### config.mk
export PLATFORM = sky130hd
export DESIGN_NAME = fetch_exec_seq
export DESIGN_NICKNAME = d
export VERILOG_FILES = /design/src/rtl/pipe_pkg.sv /design/src/rtl/fes_phase_gen.sv /design/src/rtl/fes_fetch_latch.sv /design/src/rtl/fes_exec_stage.sv /design/src/rtl/fetch_exec_seq.sv
export SDC_FILE = /design/constraint.sdc
export NUM_CORES = 1
export LEC_CHECK = 0
export ABC_AREA = 1
export CAP_MARGIN = 15
export CORE_MARGIN = 2
export CORE_UTILIZATION = 47
export DETAILED_ROUTE_END_ITERATION = 10
export PLACE_DENSITY = 0.77
export SETUP_SLACK_MARGIN = 0.05
export SLEW_MARGIN = 20
export SYNTH_ARGS = -nofsm -noshare
export SYNTH_HDL_FRONTEND = slang
export SYNTH_HIERARCHICAL = 1
export SYNTH_SLANG_ARGS = --single-unit
### constraint.sdc
create_clock -name clk -period 1.5 [get_ports clk]
set_input_delay 0.375 -clock clk [delete_from_list [all_inputs] [get_ports clk]]
set_output_delay 0.375 -clock clk [all_outputs]
set_load 0.02 [all_outputs]
### src/rtl/pipe_pkg.sv
package pipe_pkg;

    localparam int WORD_W   = 16;
    localparam int LIT_W    = 12;
    localparam int PREFIX_W = WORD_W - LIT_W;
    localparam int OPC_W    = 8;
    localparam int NUM_PH   = 4;

    localparam logic [PREFIX_W-1:0] SECOND_PREFIX = '1;
    localparam logic [WORD_W-1:0]   NOP_WORD      = '0;

    typedef enum logic [1:0] {
        PH_Q1 = 2'd0,
        PH_Q2 = 2'd1,
        PH_Q3 = 2'd2,
        PH_Q4 = 2'd3
    } phase_e;

    typedef struct packed {
        logic [WORD_W-1:0] ir;
        logic              forced_nop;
        logic              lit_valid;
        logic [LIT_W-1:0]  lit;
    } exec_word_t;

    localparam exec_word_t EXEC_NOP = '{ir: NOP_WORD, forced_nop: 1'b1,
                                        lit_valid: 1'b0, lit: '0};

    function automatic phase_e next_phase(input phase_e p);
        unique case (p)
            PH_Q1:   return PH_Q2;
            PH_Q2:   return PH_Q3;
            PH_Q3:   return PH_Q4;
            default: return PH_Q1;
        endcase
    endfunction

    function automatic logic is_second(input logic [WORD_W-1:0] w);
        return w[WORD_W-1 -: PREFIX_W] == SECOND_PREFIX;
    endfunction

endpackage

### src/rtl/fes_phase_gen.sv
module fes_phase_gen
    import pipe_pkg::*;
(
    input  logic              clk,
    input  logic              rst,
    output phase_e            ph,
    output logic [NUM_PH-1:0] q_onehot
);

    always_ff @(posedge clk) begin
        if (rst) ph <= PH_Q1;
        else     ph <= next_phase(ph);
    end

    for (genvar i = 0; i < NUM_PH; i++) begin : g_slot
        assign q_onehot[i] = (ph == phase_e'(i));
    end

endmodule

### src/rtl/fes_fetch_latch.sv
module fes_fetch_latch
    import pipe_pkg::*;
(
    input  logic              clk,
    input  logic              rst,
    input  logic              capture,
    input  logic [WORD_W-1:0] fetch_word,
    input  logic              branch_taken,
    input  logic              skip_req,
    output logic [WORD_W-1:0] held_word,
    output logic              kill
);

    // kill starts set so the empty pipeline's first slot executes a NOP
    always_ff @(posedge clk) begin
        if (rst) begin
            held_word <= NOP_WORD;
            kill      <= 1'b1;
        end else if (capture) begin
            held_word <= fetch_word;
            kill      <= branch_taken | skip_req;
        end
    end

endmodule

### src/rtl/fes_exec_stage.sv
module fes_exec_stage
    import pipe_pkg::*;
#(
    parameter int                   N_DW     = 3,
    parameter logic [N_DW*OPC_W-1:0] DW_MATCH = {8'hC0, 8'hEC, 8'hEF},
    parameter logic [N_DW*OPC_W-1:0] DW_MASK  = {8'hF0, 8'hFE, 8'hFF}
)(
    input  logic              clk,
    input  logic              rst,
    input  logic              load,
    input  logic [WORD_W-1:0] held_word,
    input  logic              kill,
    output exec_word_t        xw
);

    logic            pending;
    logic [N_DW-1:0] hit;
    logic            first_word;
    exec_word_t      xw_next;
    logic            pending_next;

    for (genvar i = 0; i < N_DW; i++) begin : g_dw
        assign hit[i] = ((held_word[WORD_W-1 -: OPC_W] ^ DW_MATCH[i*OPC_W +: OPC_W])
                         & DW_MASK[i*OPC_W +: OPC_W]) == '0;
    end
    assign first_word = |hit;

    always_comb begin
        xw_next      = EXEC_NOP;
        pending_next = 1'b0;
        if (!kill) begin
            if (is_second(held_word)) begin
                if (pending) begin
                    xw_next.ir         = held_word;
                    xw_next.forced_nop = 1'b0;
                    xw_next.lit_valid  = 1'b1;
                    xw_next.lit        = held_word[LIT_W-1:0];
                end
            end else begin
                xw_next.ir         = held_word;
                xw_next.forced_nop = 1'b0;
                pending_next       = first_word;
            end
        end
    end

    always_ff @(posedge clk) begin
        if (rst) begin
            xw      <= EXEC_NOP;
            pending <= 1'b0;
        end else if (load) begin
            xw      <= xw_next;
            pending <= pending_next;
        end
    end

endmodule

### src/rtl/fetch_exec_seq.sv
module fetch_exec_seq
    import pipe_pkg::*;
#(
    parameter int                   N_DW     = 3,
    parameter logic [N_DW*OPC_W-1:0] DW_MATCH = {8'hC0, 8'hEC, 8'hEF},
    parameter logic [N_DW*OPC_W-1:0] DW_MASK  = {8'hF0, 8'hFE, 8'hFF}
)(
    input  logic              clk,
    input  logic              rst,
    input  logic [15:0]       fetch_word,
    input  logic              branch_taken,
    input  logic              skip_req,
    output logic [3:0]        q_phase,
    output logic              pc_inc,
    output logic [15:0]       ir,
    output logic              forced_nop,
    output logic              lit_valid,
    output logic [11:0]       lit_data,
    output logic              rd_strobe,
    output logic              wr_strobe
);

    phase_e            ph;
    logic [WORD_W-1:0] held_word;
    logic              kill;
    exec_word_t        xw;

    fes_phase_gen u_phase (
        .clk      (clk),
        .rst      (rst),
        .ph       (ph),
        .q_onehot (q_phase)
    );

    fes_fetch_latch u_fetch (
        .clk          (clk),
        .rst          (rst),
        .capture      (ph == PH_Q4),
        .fetch_word   (fetch_word),
        .branch_taken (branch_taken),
        .skip_req     (skip_req),
        .held_word    (held_word),
        .kill         (kill)
    );

    fes_exec_stage #(
        .N_DW     (N_DW),
        .DW_MATCH (DW_MATCH),
        .DW_MASK  (DW_MASK)
    ) u_exec (
        .clk       (clk),
        .rst       (rst),
        .load      (ph == PH_Q1),
        .held_word (held_word),
        .kill      (kill),
        .xw        (xw)
    );

    assign pc_inc     = (ph == PH_Q1);
    assign ir         = xw.ir;
    assign forced_nop = xw.forced_nop;
    assign lit_valid  = xw.lit_valid;
    assign lit_data   = xw.lit;
    assign rd_strobe  = (ph == PH_Q2) && !xw.forced_nop;
    assign wr_strobe  = (ph == PH_Q4) && !xw.forced_nop;

endmodule

==> flow_summary_export.csv <==
group,metric,value,unit
outcome,status,"complete, no violations",
die,die-area,0.00490,mm²
final_layout,drive_above_1_share,0.249,
global_routing,antenna_found_initial,0,
setup_path,critPathMaxFanout,6,
sta,max_freq,700,MHz
sta,finalSetupViolations,0,
logic_synthesis,synthDominantCellAreaShare,0.489,
die,die_w,70.0,µm
sta,timing.slew.headroom,0.789,
die,die_h,70.0,µm
clock_tree,path_clk_slew,0.09,ns
clock_tree,tritoncts,"built",
power,power_frac_comb,0.405,
logic_synthesis,synth_xor_area_frac,0,
setup_path,worst_path_max_delay_cell,"dfxtp_4",
routing,drc,0,
logic_synthesis,synth_adder_area_share,0.0244,
setup_path,crit_type,"reg2out",
power,seq_power_share,0.407,
setup_path,start_kind,"register",
place,gp_congestion,0.775,
routing,final_antenna_net_count,0,
logic_synthesis,yosysTopAreaCell,"dfxtp_1",
global_routing,grt_max_degree,18,
power,p_sw,1.51,mW
power,p_sw_frac,0.359,
setup_path,cp_num_buf_inv,2,
logic_synthesis,muxShareOfSynthArea,0.0733,
setup_path,r2r_cells,8,
sta,finalMaxSlewViolations,0,
final_layout,nets,324,
logic_synthesis,synth_top_family_by_area,"simple AND/OR/NAND/NOR gates",
final_layout,area_growth,39.2,%
clock_tree,cts.path.max_buffers,2,
place,dp_hpwl,3210,µm
routing,wire_per_inst,13.3,µm
setup_path,required,1.12,ns
final_layout,n_antenna_cell,0,
hold_path,hp-class,"reg2reg",
logic_synthesis,synthCells,228,
setup_path,rr_endpoint,"u_exec/xw[5]",
logic_synthesis,ys_ff_latch,50,
setup_path,r2r-start,"u_phase/ph[0]",
clock_tree,clk_latency,0.29,ns
logic_synthesis,ys_seq_area_frac,0.489,
setup_path,cpLargestDelayFamily,"flip-flops",
setup_path,end_kind,"output port",
final_layout,fillers,342,
routing,num_vias,1734,
sta,hold_violations,0,
setup_path,r2r_setup_slack,0.11,ns
die,design.core.area,0.00409,mm²
power,p_leak,1.30,nW
routing,wl_met3,228,µm
hold_path,worstHoldEndpoint,"u_exec/xw[1]",
power,internal-power,2.70,mW
setup_path,worst_path_largest_cell_delay,0.39,ns
global_routing,grt_usage,0.204,
clock_tree,clock_sinks,50,
die,ioPinCount,57,
clock_tree,numCtsBuffers,5,
logic_synthesis,synth_compound_area_frac,0.105,
routing,drtIter0Drc,145,
setup_path,cp-startpoint,"u_phase/ph[0]",
routing,drt_pass1_iterations,4,
die,row_count,23,
setup_path,cp_data_arrival_time,1.05,ns
sta,clock_skew,0.00453,ns
hold_path,min_delay_path_depth,2,
power,ir_worst_vdd,701,µV
hold_path,min-delay-start,"u_exec/xw[1]",
die,start_util,0.501,
logic_synthesis,ys_types,25,
setup_path,cp_cell_sequence,"inv_2, ha_2, buf_6",
sta,period_needed,1.43,ns
sta,rsz0062_at_grt,"true",
final_layout,fin_util,0.697,
power,cellPowerDensity,1480,mW/mm²
clock_tree,clockRootBuffer,"clkbuf_8",
routing,top_layer_used,"met4",
place,place_area,0.00272,mm²
routing,wl_met2,2280,µm
logic_synthesis,syn_avg_cell_area,8.98,µm²
job,maxCapViolations,0,
logic_synthesis,yosys_warnings,6,
clock_tree,holdBufCountCts,0,
global_routing,grt_overflow,0,
logic_synthesis,synth_area,0.00205,mm²
routing,met1_length,2090,µm
final_layout,final_area,0.00285,mm²
power,clkPwrFrac,0.187,
global_routing,grt_pass1_vias,1667,
routing,via_per_inst,4.94,
logic_synthesis,yosys.area_share.simple,0.226,
routing,drt_wl_total,4680,µm
logic_synthesis,synth_area_leaders,"dfxtp_1 (49%), nor2_1 (9.5%), mux2i_1 (7.3%)",
sta,finalCritPeriodShare,0.952,
clock_tree,htree_levels,2,
sta,tightest_slew,0.316,ns
place,place.port_buffers,56,
global_routing,grt_pass1_wl,8030,µm
logic_synthesis,synth_nets,252,
## layout by cell type (no fill, tap or decap), types with 6 or more instances in the layout
| cell type | synthesis | final |
|---|---|---|
| nand3_2 | 9 | 9 |
| buf_4 | 3 | 14 |
| o21ai_0 | 15 | 15 |
| nand2_1 | 26 | 26 |
| a21oi_2 | 10 | 11 |
| dfxtp_1 | 50 | 48 |
| inv_1 | 11 | 9 |
| dlygate4sd2_1 | 0 | 29 |
| nor2_1 | 52 | 51 |
| mux2i_1 | 15 | 14 |
| clkdlybuf4s50_1 | 0 | 19 |
| clkbuf_8 | 0 | 6 |
| buf_6 | 3 | 6 |
## tightest hold or removal path, cell delays in order (launching register included)
cell	delay, ns
dfxtp_1	0.32
nand2_1	0.06
a21oi_1	0.06
## cell usage after synthesis
| library cell | count |
|---|---|
| inv_1 | 11 |
| buf_6 | 3 |
| nand2_1 | 26 |
| inv_4 | 1 |
| a21oi_2 | 10 |
| buf_8 | 1 |
| ha_1 | 4 |
| o21ai_1 | 3 |
| a21boi_0 | 1 |
| buf_2 | 3 |
| nor3_1 | 1 |
| nand2_2 | 1 |
| nor2_2 | 5 |
| nor2_1 | 52 |
| inv_2 | 1 |
| nand3_1 | 4 |
| mux2i_1 | 15 |
| buf_12 | 1 |
| o21ai_0 | 15 |
| dfxtp_1 | 50 |
| nand3_2 | 9 |
| buf_4 | 3 |
| a21oi_1 | 6 |
| nor3_4 | 1 |
| inv_8 | 1 |
## kinds of logic (layout without fill, tap and decap cells)
family / after synthesis / after routing
adder cells (fa/ha/maj): 4 / 4
AND/OR/NAND/NOR: 99 / 99
flip-flops: 50 / 50
AO/OA/AOI/OAI: 35 / 35
multiplexers: 15 / 15
buffers and inverters: 25 / 98
## state kept, by name, summed over array words and instances, names as in the netlist
register,flops
u_phase/ph,2
u_exec/xw,30
u_exec/pending,1
u_fetch/held_word,16
u_fetch/kill,1
## worst max-delay path by stage
stage	depth (start not counted)	slack (ns)	to
global placement	3	-0.1	q_phase[0]
floorplan	7	0.11	u_exec/xw[10]
CTS	3	0.002	q_phase[0]
finish	3	0.07	q_phase[0]
global route	8	0.01	u_exec/xw[11]
detailed placement	3	-0.14	q_phase[0]
## power by group through the flow
| stage | Sequential, mW | Clock (mW) | Combinational (mW) |
|---|---|---|---|
| after floorplan | 1.73 | 0 | 0.964 |
| after global placement | 1.71 | 0 | 1.49 |
| after detailed placement | 1.72 | 0 | 1.52 |
| after CTS | 1.70 | 0.804 | 1.61 |
| after global routing | 1.74 | 0.872 | 1.84 |
| final | 1.71 | 0.788 | 1.71 |
## repair_timing
| action | in CTS | in global routing |
|---|---|---|
| pin swaps | 0 | 4 |
| endpoints found under the setup margin | 58 | 21 |
| gates resized for setup | 70 | 15 |
| buffers inserted | 2 | 1 |
## layer usage
layer,track usage,up-vias
met2,0.341,47
met3,0.0476,8
met4,0.0726,0
met5,0,-
met1,0.256,799
li1,-,880
## cell type report
cell class / count / area, µm² / share of cell area
clock buffers: 7 / 86.3 / 0.0303
clock inverters: 1 / 5.00 / 0.00176
inverters: 14 / 62.6 / 0.0220
multi-input cells: 153 / 912 / 0.320
flip-flops and latches: 50 / 1010 / 0.354
well taps: 50 / 62.6 / 0.0220
repair buffers: 76 / 712 / 0.250
## per-stage QoR
stage	std cells	total power, mW	TNS, ns	worst slack (ns)	hold slack, ns
6_report	351	4.21	0	0.0722	0.471
5_1_grt	351	4.46	0	0.0119	0.498
4_1_cts	350	4.11	0	0.00174	0.470
3_5_place_dp	340	3.24	-0.682	-0.138	0.460
3_3_place_gp	340	3.20	-0.464	-0.0957	0.452
2_1_floorplan	228	2.70	0	0.108	0.437
(Power assumes the default switching activity.)
